--- config.mk ---
export PLATFORM = sky130hd
export DESIGN_NAME = vid_sync_gen
export DESIGN_NICKNAME = d
export VERILOG_FILES = /design/src/rtl/vsg_pkg.sv /design/src/rtl/vsg_sync_in.sv /design/src/rtl/vsg_hcount.sv /design/src/rtl/vsg_vcount.sv /design/src/rtl/vid_sync_gen.sv
export SDC_FILE = /design/constraint.sdc
export NUM_CORES = 1
export LEC_CHECK = 0
export BUFFER_PORTS_ARGS = -buffer_cell sky130_fd_sc_hd__buf_2
export CAP_MARGIN = 20
export CORE_AREA = 2 2 72 57
export DETAILED_ROUTE_END_ITERATION = 10
export DIE_AREA = 0 0 74 59
export GPL_ROUTABILITY_DRIVEN = 0
export HOLD_SLACK_MARGIN = 0.12
export MAX_ROUTING_LAYER = met4
export PLACE_DENSITY = 0.69
export SETUP_SLACK_MARGIN = 0.3
export SYNTH_ARGS = -nofsm -noshare
export SYNTH_HDL_FRONTEND = slang
export SYNTH_SLANG_ARGS = --single-unit
--- constraint.sdc ---
create_clock -name clk_i -period 2.22 [get_ports clk_i]
set_input_delay 0.222 -clock clk_i [delete_from_list [all_inputs] [get_ports clk_i]]
set_output_delay 0.222 -clock clk_i [all_outputs]
set_load 0.005 [all_outputs]
--- src/rtl/vsg_pkg.sv ---
package vsg_pkg;
  typedef enum logic [1:0] {
    LVL_ACTIVE = 2'd0,
    LVL_FPORCH = 2'd1,
    LVL_BLANK  = 2'd2,
    LVL_SYNC   = 2'd3
  } level_e;
endpackage

--- src/rtl/vsg_sync_in.sv ---
module vsg_sync_in (
  input  logic clk_i,
  input  logic rst_ni,
  input  logic raw_i,
  input  logic pol_i,
  output logic lvl_o,
  output logic edge_o
);
  logic [1:0] meta_q;
  logic       prev_q;
  logic       lvl;

  assign lvl = meta_q[1] ^ pol_i;

  always_ff @(posedge clk_i or negedge rst_ni) begin
    if (!rst_ni) begin
      meta_q <= '0;
      prev_q <= 1'b1;  // no edge right after reset
    end else begin
      meta_q <= {meta_q[0], raw_i};
      prev_q <= lvl;
    end
  end

  assign lvl_o  = lvl;
  assign edge_o = lvl & ~prev_q;
endmodule

--- src/rtl/vsg_hcount.sv ---
module vsg_hcount #(
  parameter int unsigned LINE_LEN = 858,
  parameter int unsigned PIX_W    = $clog2(LINE_LEN)
) (
  input  logic             clk_i,
  input  logic             rst_ni,
  input  logic             slave_i,
  input  logic             realign_i,
  output logic [PIX_W-1:0] pix_o,
  output logic             hold_o,
  output logic             line_end_o
);
  localparam logic [PIX_W-1:0] PIX_LAST = PIX_W'(LINE_LEN - 1);

  logic [PIX_W-1:0] pix_q;
  logic             hold_q;

  always_ff @(posedge clk_i or negedge rst_ni) begin
    if (!rst_ni) begin
      pix_q  <= '0;
      hold_q <= 1'b0;
    end else if (slave_i && realign_i) begin
      pix_q  <= '0;
      hold_q <= 1'b0;
    end else if (pix_q == PIX_LAST) begin
      if (slave_i) begin
        hold_q <= 1'b1;  // late sync: park at line end
      end else begin
        pix_q  <= '0;
        hold_q <= 1'b0;
      end
    end else begin
      pix_q  <= pix_q + 1'b1;
      hold_q <= 1'b0;
    end
  end

  assign pix_o      = pix_q;
  assign hold_o     = hold_q;
  assign line_end_o = slave_i ? realign_i : (pix_q == PIX_LAST);
endmodule

--- src/rtl/vsg_vcount.sv ---
module vsg_vcount #(
  parameter int unsigned ODD_LINES  = 263,
  parameter int unsigned EVEN_LINES = 262,
  parameter int unsigned LINE_W     = $clog2(ODD_LINES > EVEN_LINES ? ODD_LINES : EVEN_LINES)
) (
  input  logic              clk_i,
  input  logic              rst_ni,
  input  logic              slave_i,
  input  logic              line_end_i,
  input  logic              realign_i,
  output logic [LINE_W-1:0] line_o,
  output logic              field_o,
  output logic              hold_o
);
  localparam logic [LINE_W-1:0] ODD_LAST  = LINE_W'(ODD_LINES - 1);
  localparam logic [LINE_W-1:0] EVEN_LAST = LINE_W'(EVEN_LINES - 1);

  logic [LINE_W-1:0] line_q;
  logic              field_q;
  logic              hold_q;
  logic [LINE_W-1:0] last_line;

  assign last_line = field_q ? EVEN_LAST : ODD_LAST;

  always_ff @(posedge clk_i or negedge rst_ni) begin
    if (!rst_ni) begin
      line_q  <= '0;
      field_q <= 1'b0;
      hold_q  <= 1'b0;
    end else if (slave_i && realign_i) begin
      // vertical realign wins over a same-cycle line end
      line_q  <= '0;
      field_q <= ~field_q;
      hold_q  <= 1'b0;
    end else if (line_end_i) begin
      if (line_q == last_line) begin
        if (slave_i) begin
          hold_q <= 1'b1;
        end else begin
          line_q  <= '0;
          field_q <= ~field_q;
        end
      end else begin
        line_q <= line_q + 1'b1;
      end
    end
  end

  assign line_o  = line_q;
  assign field_o = field_q;
  assign hold_o  = hold_q;
endmodule

--- src/rtl/vid_sync_gen.sv ---
module vid_sync_gen #(
  parameter int unsigned LINE_LEN     = 858,
  parameter int unsigned HS_W         = 64,
  parameter int unsigned ACT_START    = 122,
  parameter int unsigned ACT_W        = 720,
  parameter int unsigned ODD_LINES    = 263,
  parameter int unsigned EVEN_LINES   = 262,
  parameter int unsigned VS_LINES     = 3,
  parameter int unsigned VBLANK_LINES = 20,
  parameter int unsigned PIX_W        = $clog2(LINE_LEN),
  parameter int unsigned LINE_W       = $clog2(ODD_LINES > EVEN_LINES ? ODD_LINES : EVEN_LINES)
) (
  input  logic              clk_i,
  input  logic              rst_ni,
  input  logic              slave_i,
  input  logic              pol_hs_i,
  input  logic              pol_vs_i,
  input  logic              pol_blank_i,
  input  logic              pol_field_i,
  input  logic              hs_i,
  input  logic              vs_i,
  input  logic              blank_i,
  output logic              hs_o,
  output logic              vs_o,
  output logic              blank_o,
  output logic              field_o,
  output logic              drive_o,
  output logic [PIX_W-1:0]  pix_cnt_o,
  output logic [LINE_W-1:0] line_cnt_o,
  output logic [1:0]        level_o
);
  import vsg_pkg::*;

  localparam int unsigned N_EXT = 3;
  localparam int unsigned IDX_HS = 0;
  localparam int unsigned IDX_VS = 1;
  localparam int unsigned IDX_BL = 2;
  localparam logic [PIX_W-1:0]  HS_END  = PIX_W'(HS_W);
  localparam logic [PIX_W-1:0]  ACT_BEG = PIX_W'(ACT_START);
  localparam logic [PIX_W-1:0]  ACT_END = PIX_W'(ACT_START + ACT_W);
  localparam logic [LINE_W-1:0] VS_END  = LINE_W'(VS_LINES);
  localparam logic [LINE_W-1:0] VB_END  = LINE_W'(VBLANK_LINES);

  logic [N_EXT-1:0] ext_raw, ext_pol, ext_lvl, ext_edge;

  assign ext_raw = {blank_i, vs_i, hs_i};
  assign ext_pol = {pol_blank_i, pol_vs_i, pol_hs_i};

  for (genvar g = 0; g < N_EXT; g++) begin : g_ext
    vsg_sync_in u_sync (
      .clk_i  (clk_i),
      .rst_ni (rst_ni),
      .raw_i  (ext_raw[g]),
      .pol_i  (ext_pol[g]),
      .lvl_o  (ext_lvl[g]),
      .edge_o (ext_edge[g])
    );
  end

  logic [PIX_W-1:0]  pix;
  logic [LINE_W-1:0] line;
  logic              h_hold, v_hold, field_q, line_end;

  vsg_hcount #(.LINE_LEN(LINE_LEN), .PIX_W(PIX_W)) u_h (
    .clk_i      (clk_i),
    .rst_ni     (rst_ni),
    .slave_i    (slave_i),
    .realign_i  (ext_edge[IDX_HS]),
    .pix_o      (pix),
    .hold_o     (h_hold),
    .line_end_o (line_end)
  );

  vsg_vcount #(.ODD_LINES(ODD_LINES), .EVEN_LINES(EVEN_LINES), .LINE_W(LINE_W)) u_v (
    .clk_i      (clk_i),
    .rst_ni     (rst_ni),
    .slave_i    (slave_i),
    .line_end_i (line_end),
    .realign_i  (ext_edge[IDX_VS]),
    .line_o     (line),
    .field_o    (field_q),
    .hold_o     (v_hold)
  );

  logic in_hsync, in_vsync, in_hblank, in_vblank, ext_blank;
  level_e lvl;

  assign in_hsync  = pix < HS_END;
  assign in_vsync  = line < VS_END;
  assign in_hblank = (pix < ACT_BEG) || (pix >= ACT_END);
  assign in_vblank = line < VB_END;
  assign ext_blank = slave_i && ext_lvl[IDX_BL];

  always_comb begin
    if (v_hold)                                      lvl = LVL_BLANK;
    else if (in_vsync || in_hsync)                   lvl = LVL_SYNC;
    else if (h_hold)                                 lvl = LVL_FPORCH;
    else if (in_vblank || pix < ACT_BEG || ext_blank) lvl = LVL_BLANK;
    else if (pix >= ACT_END)                         lvl = LVL_FPORCH;
    else                                             lvl = LVL_ACTIVE;
  end

  assign hs_o       = in_hsync ^ pol_hs_i;
  assign vs_o       = in_vsync ^ pol_vs_i;
  assign blank_o    = (in_hblank || in_vblank) ^ pol_blank_i;
  assign field_o    = field_q ^ pol_field_i;
  assign drive_o    = ~slave_i;
  assign pix_cnt_o  = pix;
  assign line_cnt_o = line;
  assign level_o    = lvl;
endmodule

# == Word level (Yosys, flattened, before mapping) ==
# Index checks and enable logic that the tools add are counted.
# word_totals
register_bits,30
in_bits,10
out_inout_bits,26
elab_cells,74
# classes
addsub,2
order_cmp,5
eq_ne,5
muxes,25
n_bitwise,13
reduce_logical,14
# ops
cell,count
2-to-1 mux 9 bit,4
2-to-1 mux 10 bit,3
"< comparator 10 x 7 -> 1 bit, second input constant",2
2-to-1 mux 1 bit,13
"adder 10 x 1 -> 10 bit, second input constant",1
"equality test 10 bit, second input constant",1
">= comparator 10 bit, second input constant",1
2-to-1 mux 2 bit,5
"adder 9 x 1 -> 9 bit, second input constant",1
equality test 9 bit,1
"< comparator 9 x 2 -> 1 bit, second input constant",1
"< comparator 9 x 5 -> 1 bit, second input constant",1
XOR 1 bit,7
"inequality test 3 x 2 -> 1 bit, second input constant",2
AND reduction 3 bit,2
nonzero test 2 bit,3
logical OR 1 bit,5
NOT 1 bit,4
logical AND 1 bit,3
bitwise AND 1 bit,2
"inequality test 2 x 1 -> 1 bit, second input constant",1
AND reduction 2 bit,1

# == Longest topological paths before layout ==
# Gate-level depths: netlist of the first run.
# logic_depth
ltp_word,7
ltp_mapped,8
ltp_nobuf,7

# == By module ==
# Synthesis of the first run repeated with hierarchy kept, for this count alone.
# hier_totals
cells_unflattened,155
hier_area_um2,1671.6
# modules_own_cells
mod,n_inst,cells_each,area_per_inst_um2,seq_area_each_um2
vsg_vcount,1,62,649.4,275.3
vsg_hcount,1,52,570.5,275.3
vsg_sync_in,3,5,93.8,76.3
vid_sync_gen,1,26,170.2,0.0

# == Worst setup path before layout of the first run ==
# No wires, ideal clock.
# synth_timing
kind,reg-to-reg
startpoint,"register u_h.pix_q[1], in the netlist u_h.pix_o[1]"
endpoint,"register u_v.line_q[3], in the netlist u_v.line_o[3]"
setup_time_ns,0.121
arrival_time_ns,1.625
t_required_ns,2.099
slack_ns,0.474
stages_incl_launch_ff,9
path_buffers,1
synth_period_minus_slack_ns,1.746
path_cell_list,dfrtp_1 > inv_1 > ha_1 > and4b_1 > nand4_1 > o211a_1 > buf_6 > a21o_1 > a22o_1
# synth_via
elab_chain_cells,4
# synth_lines
item,line_no,text
from (decl),vsg_hcount.sv:15,logic [PIX_W-1:0] pix_q;
from (signal assigned),vsg_hcount.sv:33,pix_q <= pix_q + 1'b1;
equality test 10 bit,vsg_hcount.sv:40,assign line_end_o = slave_i ? realign_i : (pix_q == PIX_LAST);
2-to-1 mux 1 bit,vsg_hcount.sv:40,
nonzero test 2 bit (no line),-,
AND reduction 2 bit (no line),-,
to (signal assigned),vsg_vcount.sv:44,line_q <= line_q + 1'b1;
to (decl),vsg_vcount.sv:18,logic [LINE_W-1:0] line_q;
# Every way passes these cells.
# A chain may end at the register's enable or synchronous reset.

# == Worst setup path in the final report of the first run ==
# layout_timing
startpoint,"register u_v.line_q[1], in the netlist u_v.line_o[1]"
endpoint,output level_o[1]
# layout_via
elab_chain_cells,7
elab_cells_between_ends,9
cone_classes,order compare: 2; mux: 4; reduce/logical: 3
# layout_lines
item,line_no,text
< comparator 9 x 5 -> 1 bit,vid_sync_gen.sv:91,assign in_vblank = line < VB_END;
logical OR 1 bit (2 in series),vid_sync_gen.sv:98,else if (in_vblank || pix < ACT_BEG || ext_blank) lvl = LVL_BLANK;
2-to-1 mux 2 bit,vid_sync_gen.sv:98,
2-to-1 mux 2 bit,vid_sync_gen.sv:97,else if (h_hold) lvl = LVL_FPORCH;
2-to-1 mux 2 bit (*),vid_sync_gen.sv:96,else if (in_vsync || in_hsync) lvl = LVL_SYNC;
2-to-1 mux 2 bit (*),vid_sync_gen.sv:95,if (v_hold) lvl = LVL_BLANK;
to (decl),vid_sync_gen.sv:30,output logic [1:0] level_o
# Every way passes the cells marked *; elsewhere a longest branch is shown, timed or not.

==> metrics, run 1 <==
final hold vios=0; Syn Nets=around 170; Nets=227; drt pass-1 iters=4; initial antenna violation count=0; P per Cell Area=approximately 840 nW/um^2; Post-synth EDFFs=0; largest net degree at the start of global routing=31; latest clock arrival within the worst-skew pair=between 0.2 and 0.3 ns; cell accounting for the most synthesized area=dfrtp_1; Synth Cell Area=about 1600 sq um; H-tree levels=2; I/O Pins=36; clock sinks=30; number of antenna diodes=0; top_reg_cell synth=dfrtp_1; Worst VDD drop=0.5196 mV; die width=between 70 and 80 microns; RR Startpoint=u_v.line_o[7]; Mean Syn Cell Area=between 10 and 15 sq um; LEAKAGE=around 1 nW; drt total wl=between 3000 and 4000 microns; outcome=finished clean; crit path kind=register to output port; Final period util=0.8825; port bufs=35; area share of the largest cell type after synthesis=0.4361; Final setup viols=0; Root Buffer=clkbuf_8; first-pass GRT wire length=just over 6000 microns; Max Slew Vio Count=0; DR DRC count=0; hold_sp=pol_hs_i; max_cap viols=0; Worst Setup SP=u_v.line_o[1]; Ys Warns=0; DP HPWL=about 2600 microns; Avg WL per Cell=roughly 15 microns; minimum clock period after layout=between 1.5 and 2 ns; GR Overflow Total=0; CTS Buf Count=5; number of routed nets with antenna violations=0; row cnt=19; Yosys cell types=between 40 and 50; Max clock buf depth=2; RSZ-0062 raised after global routing=yes; Seq/Total Area, Yosys=0.4688; vias in the first global route=1262; Clock transition at path regs=approximately 0.070 ns; synthesis-to-finish area growth=33.10%; Setup Skew=roughly 0.012 ns; CP Launch Type=register; TritonCTS clock tree=built; Via Count=roughly 1400; pin slew with the least headroom to its limit=roughly 0.66 ns; Synth area leaders=dfrtp_1, xor2_1, xnor2_1; asr flop ratio synth=1.000; Die H=59 microns; HP Class=primary input to register; Placement Setup Slack=around 0.27 ns; Final WS setup=between 0.2 and 0.3 ns; worst relative slew slack=0.5586; initial DRC count=136; drt via density=between 5 and 6; Arr. time, crit path=between 1.5 and 2 ns; power after layout=between 1.5 and 2 mW; GRT Total Usage=0.1954; CP Data Required Time=roughly 2 ns; Die ar.=4366 sq um; synthesis-stage register bit count=30; Critical Path Fanout Max=2; cells after synthesis=roughly 160; core area=around 3600 sq um; layout cells sized above 1=0.3972; setup tns final=0 ns; reg2reg setup slack=roughly 0.33 ns; FMAX=between 500 and 600 MHz; Starting Density=0.4475; CP endpoint kind=output port
[metrics by stage]
step	util	std cells	hold slack (ns)	cell area, sq um
5_1_grt	0.5957	266	0.1565	2138
3_3_place_gp	0.5089	243	0.2893	1827
4_1_cts	0.5737	259	0.1601	2059
6_report	0.5957	266	0.1598	2138
3_5_place_dp	0.5089	243	0.3059	1827
2_1_floorplan	-	159	-0.07359	1607
[repair_timing]
action	4_1_cts	5_1_grt
hold buffers	4	0
gates resized for setup	22	8
pin swaps	2	3
buffers inserted	5	6
setup endpoints to repair	12	19
endpoints found under the hold margin	31	0
gates cloned	0	1
[flip-flops by register name (all words and copies together), names as in the netlist]
name                 cells
u_h.pix_o               10
u_v.line_o               9
g_ext.u_sync.meta_q      6
g_ext.u_sync.prev_q      2
u_h.hold_o               1
u_v.field_o              1
u_v.hold_o               1
[synthesized netlist by cell type (3+ instances only)]
library cell and number:
nand2_1 14, dfrtp_1 28, inv_1 5, nor3_1 5, and3_1 4, nand4_1 3, nand3_1 10, o21ai_1 7
xor2_1 9, o21ai_0 9, xnor2_1 7, ha_1 3, nor2_1 16
[layer usage]
metal / track usage / routed length (microns) / up-vias
met5: - / 0 / -
met4: 0.07013 / 64 / 0
met3: 0.04592 / 213 / 7
met2: 0.2844 / 1853 / 44
met1: 0.2681 / 1863 / 689
li1: - / - / 673
[logic make-up after synthesis]
kind of cell | Yosys count | synth area share
xor gates and xnor gates | 17 | 0.09736
and+or+nand+nor | 66 | 0.2305
DFF | 30 | 0.4688
buffers and inverters | 10 | 0.03349
muxes | 1 | 0.006231
adders and majority gates | 3 | 0.02337
AOI/OAI and AO/OA | 32 | 0.1402
[cells in the final DEF, fill, tap and decap left out, types with 3 or more instances in the layout]
| cell type | count |
|---|---|
| buf_2 | 35 |
| dfrtp_1 | 15 |
| nor3_1 | 5 |
| nand4_1 | 3 |
| nand3_1 | 9 |
| ha_1 | 3 |
| xnor2_1 | 7 |
| o21ai_1 | 9 |
| and3_1 | 3 |
| nor2_1 | 16 |
| o21ai_0 | 7 |
| dlygate4sd3_1 | 4 |
| clkbuf_8 | 5 |
| xor2_1 | 9 |
| buf_4 | 13 |
| inv_1 | 5 |
| nand2_1 | 14 |
| dfrtp_2 | 13 |
[where the power goes]
| group | switching, mW | internal (mW) | leakage (nW) | total [mW] |
|---|---|---|---|---|
| combinational | 0.268 | 0.314 | 0.580 | 0.583 |
| sequential | 0.153 | 0.655 | 0.362 | 0.808 |
| clock | 0.197 | 0.215 | 0.0383 | 0.412 |
| total | 0.618 | 1.18 | 0.981 | 1.80 |
[worst paths after layout]
check                      depth (start not counted)                   endpoint
setup reg to reg                                   6              u_v.line_o[8]
setup / recovery                                   6                 level_o[1]
max in group asynchronous                          2               u_h.pix_o[5]
hold reg to reg                                    0  g_ext[2].u_sync.meta_q[1]
min in group asynchronous                          2                 u_v.hold_o
hold / removal                                     2     g_ext[0].u_sync.prev_q
[critical path, stage by stage, from the launching register on]
cell	delay (ns)
dfrtp_2	0.43
a2111oi_4	0.39
buf_4	0.17
a21o_1	0.15
nor2_1	0.05
o21ai_0	0.10
buf_2	0.16
[layout make-up]
type                    instances  area, sq um
clock buffers                   7        76.32
fillers                       316         1451
inverters                       5        18.77
multi-input cells             120        895.9
flip-flops and latches         30        769.5
well taps                      52        65.06
repair buffers                 52        312.8
Note: power is estimated with default switching activity, not from simulation.
==> inputs of run 2 (changes only) <==
CORE_AREA = 2 2 74 58   (was 2 2 72 57)
DIE_AREA = 0 0 76 60   (was 0 0 74 59)
PLACE_DENSITY = 0.68   (was 0.69)
SYNTH_HIERARCHICAL = 1   (was default)
==> run 2 against run 1 <==
Effect of this change:
- global-route usage fell by 1.9 points
- critical endpoint is now u_v/line_o[5]
- design area is 1.1% lower
- combinational power is 20% lower
- clock skew is 0.0055 ns lower
==> metrics, run 2 <==
clock sinks=30; initial DRC count=92; number of antenna diodes=0; Ys Warns=6; LEAKAGE=about 0.98 nW; latest clock arrival within the worst-skew pair=~0.28 ns; drt total wl=approximately 3800 microns; Setup Skew=approximately 0.0066 ns; leading cell type in the layout, fill and taps excluded=buf_2; outcome=finished clean; Die ar.=~4600 sq um; DP HPWL=~2600 microns; Mean Syn Cell Area=approximately 11 sq um; crit path kind=register to register; max reg flops=10; reg2reg setup slack=around 0.24 ns; minimum clock period after layout=slightly below 2 ns; number of routed nets with antenna violations=0; reg-to-reg critical path endpoint=u_v/line_o[5]; TritonCTS clock tree=built; Syn Nets=approximately 170; Max clock buf depth=2; Via Count=around 1400; Clock transition at path regs=around 0.060 ns; DR DRC count=0; P per Cell Area=between 700 and 800 nW/um^2; drt via density=5.222; setup tns final=0 ns; post-placement cell count=between 200 and 250; H-tree levels=2; HP Class=primary input to register; Nets=around 220; drt pass-1 iters=4; Arr. time, crit path=roughly 2.2 ns; synthesis-to-finish area growth=29.28%; Final Non-Filler Cells=about 260; max_cap viols=0; RSZ-0062 raised after global routing=yes; cells after synthesis=153; CTS Buf Count=5; Synth Cell Area=around 1600 sq um; GRT Total Usage=0.1766; core area=roughly 3900 sq um; first-pass GRT wire length=about 6100 microns; initial antenna violation count=0; Root Buffer=clkbuf_8; Final setup viols=0; GR Overflow Total=0; Max Slew Vio Count=0; port bufs=35; final hold vios=0; I/O Pins=36; critical path's top delay family=simple AND/OR/NAND/NOR gates; largest net degree at the start of global routing=31; stages on the worst setup path=9; worst r2r path cells=9; Avg WL per Cell=14.64 microns; pin slew with the least headroom to its limit=around 0.67 ns; Critical Path Fanout Max=4; layout cells sized above 1=0.4126; row cnt=20; commonest cells after routing, fill and taps aside=buf_2, dfrtp_1, xor2_1, nor2_1, nand2_1; critical-path cell list=inv_2, ha_4, nand4b_1, nor2_2, a32o_2, and2_4, nand4_1, or3_1, a21oi_1; Final period util=0.8899; CP Launch Type=register; CP Data Required Time=between 2 and 2.5 ns; Critical Path Sink=u_v/line_o[5]; power after layout=~1.6 mW; vias in the first global route=approximately 1300; slowest stage cell, crit path=dfrtp_2; Die H=roughly 60 microns; Worst VDD drop=0.3608 mV; Worst Setup SP=u_h/pix_o[1]; Starting Density=0.4219; CP bufs+invs=1; max incr delay on CP=between 0.4 and 0.5 ns; worst relative slew slack=0.5553; CP endpoint kind=register; FMAX=between 500 and 600 MHz; RR Startpoint=u_h/pix_o[1]; die width=76 microns
[run 2: repair_timing]
| action | CTS | global route |
|---|---|---|
| resized for setup | 3 | 10 |
| setup endpoints to repair | 9 | 14 |
| pin swaps | 1 | 7 |
| hold endpoints to repair | 31 | 0 |
| hold buffers | 4 | 0 |
| buffers inserted | 2 | 4 |
[run 2: report_power, final]
part           leakage, nW  switching [mW]  total (mW)  internal, mW
Combinational        0.558           0.223       0.469         0.246
Clock               0.0450           0.196       0.412         0.217
Sequential           0.375           0.131       0.761         0.630
[run 2: final cells by class]
cell class | count | area, sq um
fillers | 344 | 1763
clock inverters | 2 | 10.01
inverters | 2 | 7.507
multi-input cells | 118 | 912.1
well taps | 55 | 68.82
repair buffers | 48 | 282.8
clock buffers | 6 | 72.57
flip-flops and latches | 30 | 762.0
[run 2: worst min path at each step]
stage / cells past startpoint / end / start / slack [ns]
after floorplan: 0 / g_ext[0].u_sync/meta_q[0] / rst_ni / -0.07
after global placement: 1 / u_h/pix_o[5] / rst_ni / 0.28
after detailed placement: 1 / u_h/pix_o[5] / rst_ni / 0.30
after CTS: 2 / g_ext[0].u_sync/prev_q / pol_hs_i / 0.13
after global routing: 2 / g_ext[0].u_sync/prev_q / pol_hs_i / 0.12
final: 2 / g_ext[0].u_sync/prev_q / pol_hs_i / 0.13
[run 2: stage by stage]
step | setup WS, ns | hold slack (ns) | utilization | cell area [sq um]
6_report | 0.2445 | 0.1325 | 0.5455 | 2116
5_1_grt | 0.1776 | 0.1208 | 0.5455 | 2116
4_1_cts | 0.3028 | 0.1289 | 0.5300 | 2056
3_5_place_dp | 0.2135 | 0.2991 | 0.4916 | 1907
3_3_place_gp | 0.2736 | 0.2818 | 0.4916 | 1907
2_1_floorplan | 0.1784 | -0.07359 | - | 1663
[run 2: worst reg2reg max path: stages (launching register included)]
cell	delay [ns]
dfrtp_2	0.41
inv_2	0.08
ha_4	0.11
nand4b_1	0.10
nor2_2	0.15
a32o_2	0.20
and2_4	0.14
nand4_1	0.17
or3_1	0.40
a21oi_1	0.13
[run 2: routing by layer]
| layer | vias up | GRT usage | wire length, microns |
|---|---|---|---|
| li1 | 658 | - | - |
| met1 | 661 | 0.2249 | 1764 |
| met2 | 38 | 0.2755 | 1837 |
| met3 | 6 | 0.04834 | 171 |
| met4 | 0 | 0.06494 | 48 |
| met5 | - | - | 0 |
==> inputs of run 3 (changes only) <==
--- a/config.mk
+++ b/config.mk
@@ -8,11 +8,11 @@
 export BUFFER_PORTS_ARGS = -buffer_cell sky130_fd_sc_hd__buf_2
 export CAP_MARGIN = 20
-export CORE_AREA = 2 2 74 58
+export CORE_AREA = 2 2 83 65
 export DETAILED_ROUTE_END_ITERATION = 10
-export DIE_AREA = 0 0 76 60
+export DIE_AREA = 0 0 85 67
 export GPL_ROUTABILITY_DRIVEN = 0
 export HOLD_SLACK_MARGIN = 0.12
 export MAX_ROUTING_LAYER = met4
-export PLACE_DENSITY = 0.68
+export PLACE_DENSITY = 0.57
 export SETUP_SLACK_MARGIN = 0.3
 export SYNTH_ARGS = -nofsm -noshare
==> constraint.sdc (replaced) <==
create_clock -name clk_i -period 2.22 [get_ports clk_i]
set_input_delay 0.555 -clock clk_i [delete_from_list [all_inputs] [get_ports clk_i]]
set_output_delay 0.555 -clock clk_i [all_outputs]
set_load 0.005 [all_outputs]
==> run 3 against run 2 <==
Effect of this change:
- maximum frequency is 7.7% lower
- critical path depth is 4 lower
- flip-flop and latch count unchanged
- largest cell class unchanged
- clock-buffer cell count grew 1
- power increased by 6.6%
- wire length grew 11%
- design area is 9.4% higher
- sequential share of layout area is 3.0 points lower
- die area up 25%
==> metrics, run 3 (synthesis gave the netlist of run 2 again) <==
outcome=finished clean; CP Launch Type=register; Starting Density=0.3397; Die ar.=roughly 5700 sq um; Final setup viols=0; CP endpoint kind=output port; initial antenna violation count=0; DP HPWL=approximately 2800 microns; synthesis-to-finish area growth=41.44%; worst relative slew slack=0.5529; setup tns final=0 ns; Nets=235; layout cells sized above 1=0.4978; register share of total power=0.418; Final WS setup=0.08015 ns; number of antenna diodes=0; final hold vios=0; CTS Buf Count=5; GRT Total Usage=0.1591; power after layout=between 1.5 and 2 mW; GR Overflow Total=0; HP Class=primary input to asynchronous set/reset pin; Setup Skew=between 0.003 and 0.004 ns; number of routed nets with antenna violations=0; I/O Pins=36; switching pwr=583.8 uW; Switching Fraction=0.3335; clock sinks=30; drt pass-1 iters=4; initial DRC count=63; vias in the first global route=1348; Avg WL per Cell=around 15 microns; Clock transition at path regs=roughly 0.06 ns; die width=around 85 microns; Arr. time, crit path=about 1.6 ns; drt via density=about 5; row cnt=22; Comb power frac=0.328; # hold bufs at CTS=0; Int Pwr=approximately 1.2 mW; Worst VDD drop=between 0.4 and 0.5 mV; H-tree levels=2; RSZ-0062 raised after global routing=yes; first-pass GRT wire length=6706 microns; Critical Path Fanout Max=3; Max Slew Vio Count=0; Max clock buf depth=2; Die H=about 67 microns; CP Data Required Time=~1.7 ns; pin slew with the least headroom to its limit=between 0.6 and 0.7 ns; max reg flops=10; P per Cell Area=roughly 760 nW/um^2; Placement Setup Slack=between 0.07 and 0.08 ns; Root Buffer=clkbuf_8; DR DRC count=0; largest net degree at the start of global routing=31; port bufs=35; crit path kind=register to output port; minimum clock period after layout=2.140 ns; Final period util=0.9639; core area=slightly below 5000 sq um; latest clock arrival within the worst-skew pair=around 0.28 ns; Clk pwr share=0.254; LEAKAGE=about 1.1 nW; leading cell type in the layout, fill and taps excluded=buf_2; TritonCTS clock tree=built; max_cap viols=0; drt total wl=roughly 4200 microns; commonest cells after routing, fill and taps aside=buf_2, buf_4, dfrtp_1, xor2_1, nor2_1; FMAX=roughly 470 MHz; RR Startpoint=u_h/pix_o[1]; Via Count=between 1000 and 1500; Worst Setup SP=u_v/line_o[8]
[run 3: cell types whose count changed in the layout (fill, tap and decap cells not counted), moves of 2 or more]
cell           previous run  this run
buf_4                     9        26
buf_6                     0         4
dlygate4sd3_1             4         0
nor3_2                    3         1
o21ai_0                   4         2
o21ai_2                   0         2
[run 3: critical path, stage by stage, from the launching register on]
cell,delay [ns]
dfrtp_1,0.42
nor4_4,0.33
buf_4,0.17
nand2_4,0.06
a31oi_1,0.17
buf_2,0.14
[run 3: through the flow]
stage / instances / util / hold slack, ns / instance area, sq um
floorplan: 153 / - / 0.2594 / 1665
detailed placement: 256 / 0.4101 / 0.3371 / 1976
finish: 283 / 0.4805 / 0.3122 / 2315
global placement: 256 / 0.4101 / 0.3321 / 1976
CTS: 272 / 0.4525 / 0.3352 / 2180
global route: 283 / 0.4805 / 0.3484 / 2315
[run 3: path summary, 6_finish.rpt]
kind | to | slack [ns] | cells past startpoint
setup / recovery | level_o[0] | 0.08 | 5
hold / removal | g_ext[0].u_sync/meta_q[1] | 0.31 | 1
setup reg to reg | u_v/line_o[7] | 0.19 | 11
hold reg to reg | g_ext[0].u_sync/meta_q[1] | 0.34 | 0
max in group asynchronous | u_h/pix_o[6] | 1.43 | 1
min in group clk_i | g_ext[0].u_sync/meta_q[1] | 0.34 | 0
[run 3: layer usage]
layer	routed length, microns	GRT usage	part of all wire
met2	1970	0.2285	0.47
met1	2082	0.2206	0.49
met4	42	0.05952	0.0099
met5	0	-	0
met3	131	0.03346	0.031
[run 3: layout make-up]
class | count | area (sq um)
Multi-Input combinational cell | 118 | 962.2
Clock buffer | 7 | 86.33
Inverter | 2 | 7.507
Tap cell | 60 | 75.07
Timing Repair Buffer | 65 | 415.4
Clock inverter | 1 | 5.005
Fill cell | 435 | 2502
Sequential cell | 30 | 763.2
[run 3: timing repair]
action	4_1_cts	5_1_grt
hold endpoints to repair	0	0
endpoints found under the setup margin	7	12
pin swaps	7	9
cloned	0	0
gates resized for setup	15	13
buffers inserted	8	11
[run 3: power by group through the flow]
stage / clock network [mW] / logic [mW] / registers, mW
floorplan: 0 / 0.251 / 0.751
global placement: 0 / 0.485 / 0.731
detailed placement: 0 / 0.492 / 0.731
CTS: 0.461 / 0.535 / 0.727
global route: 0.489 / 0.630 / 0.743
finish: 0.445 / 0.574 / 0.732
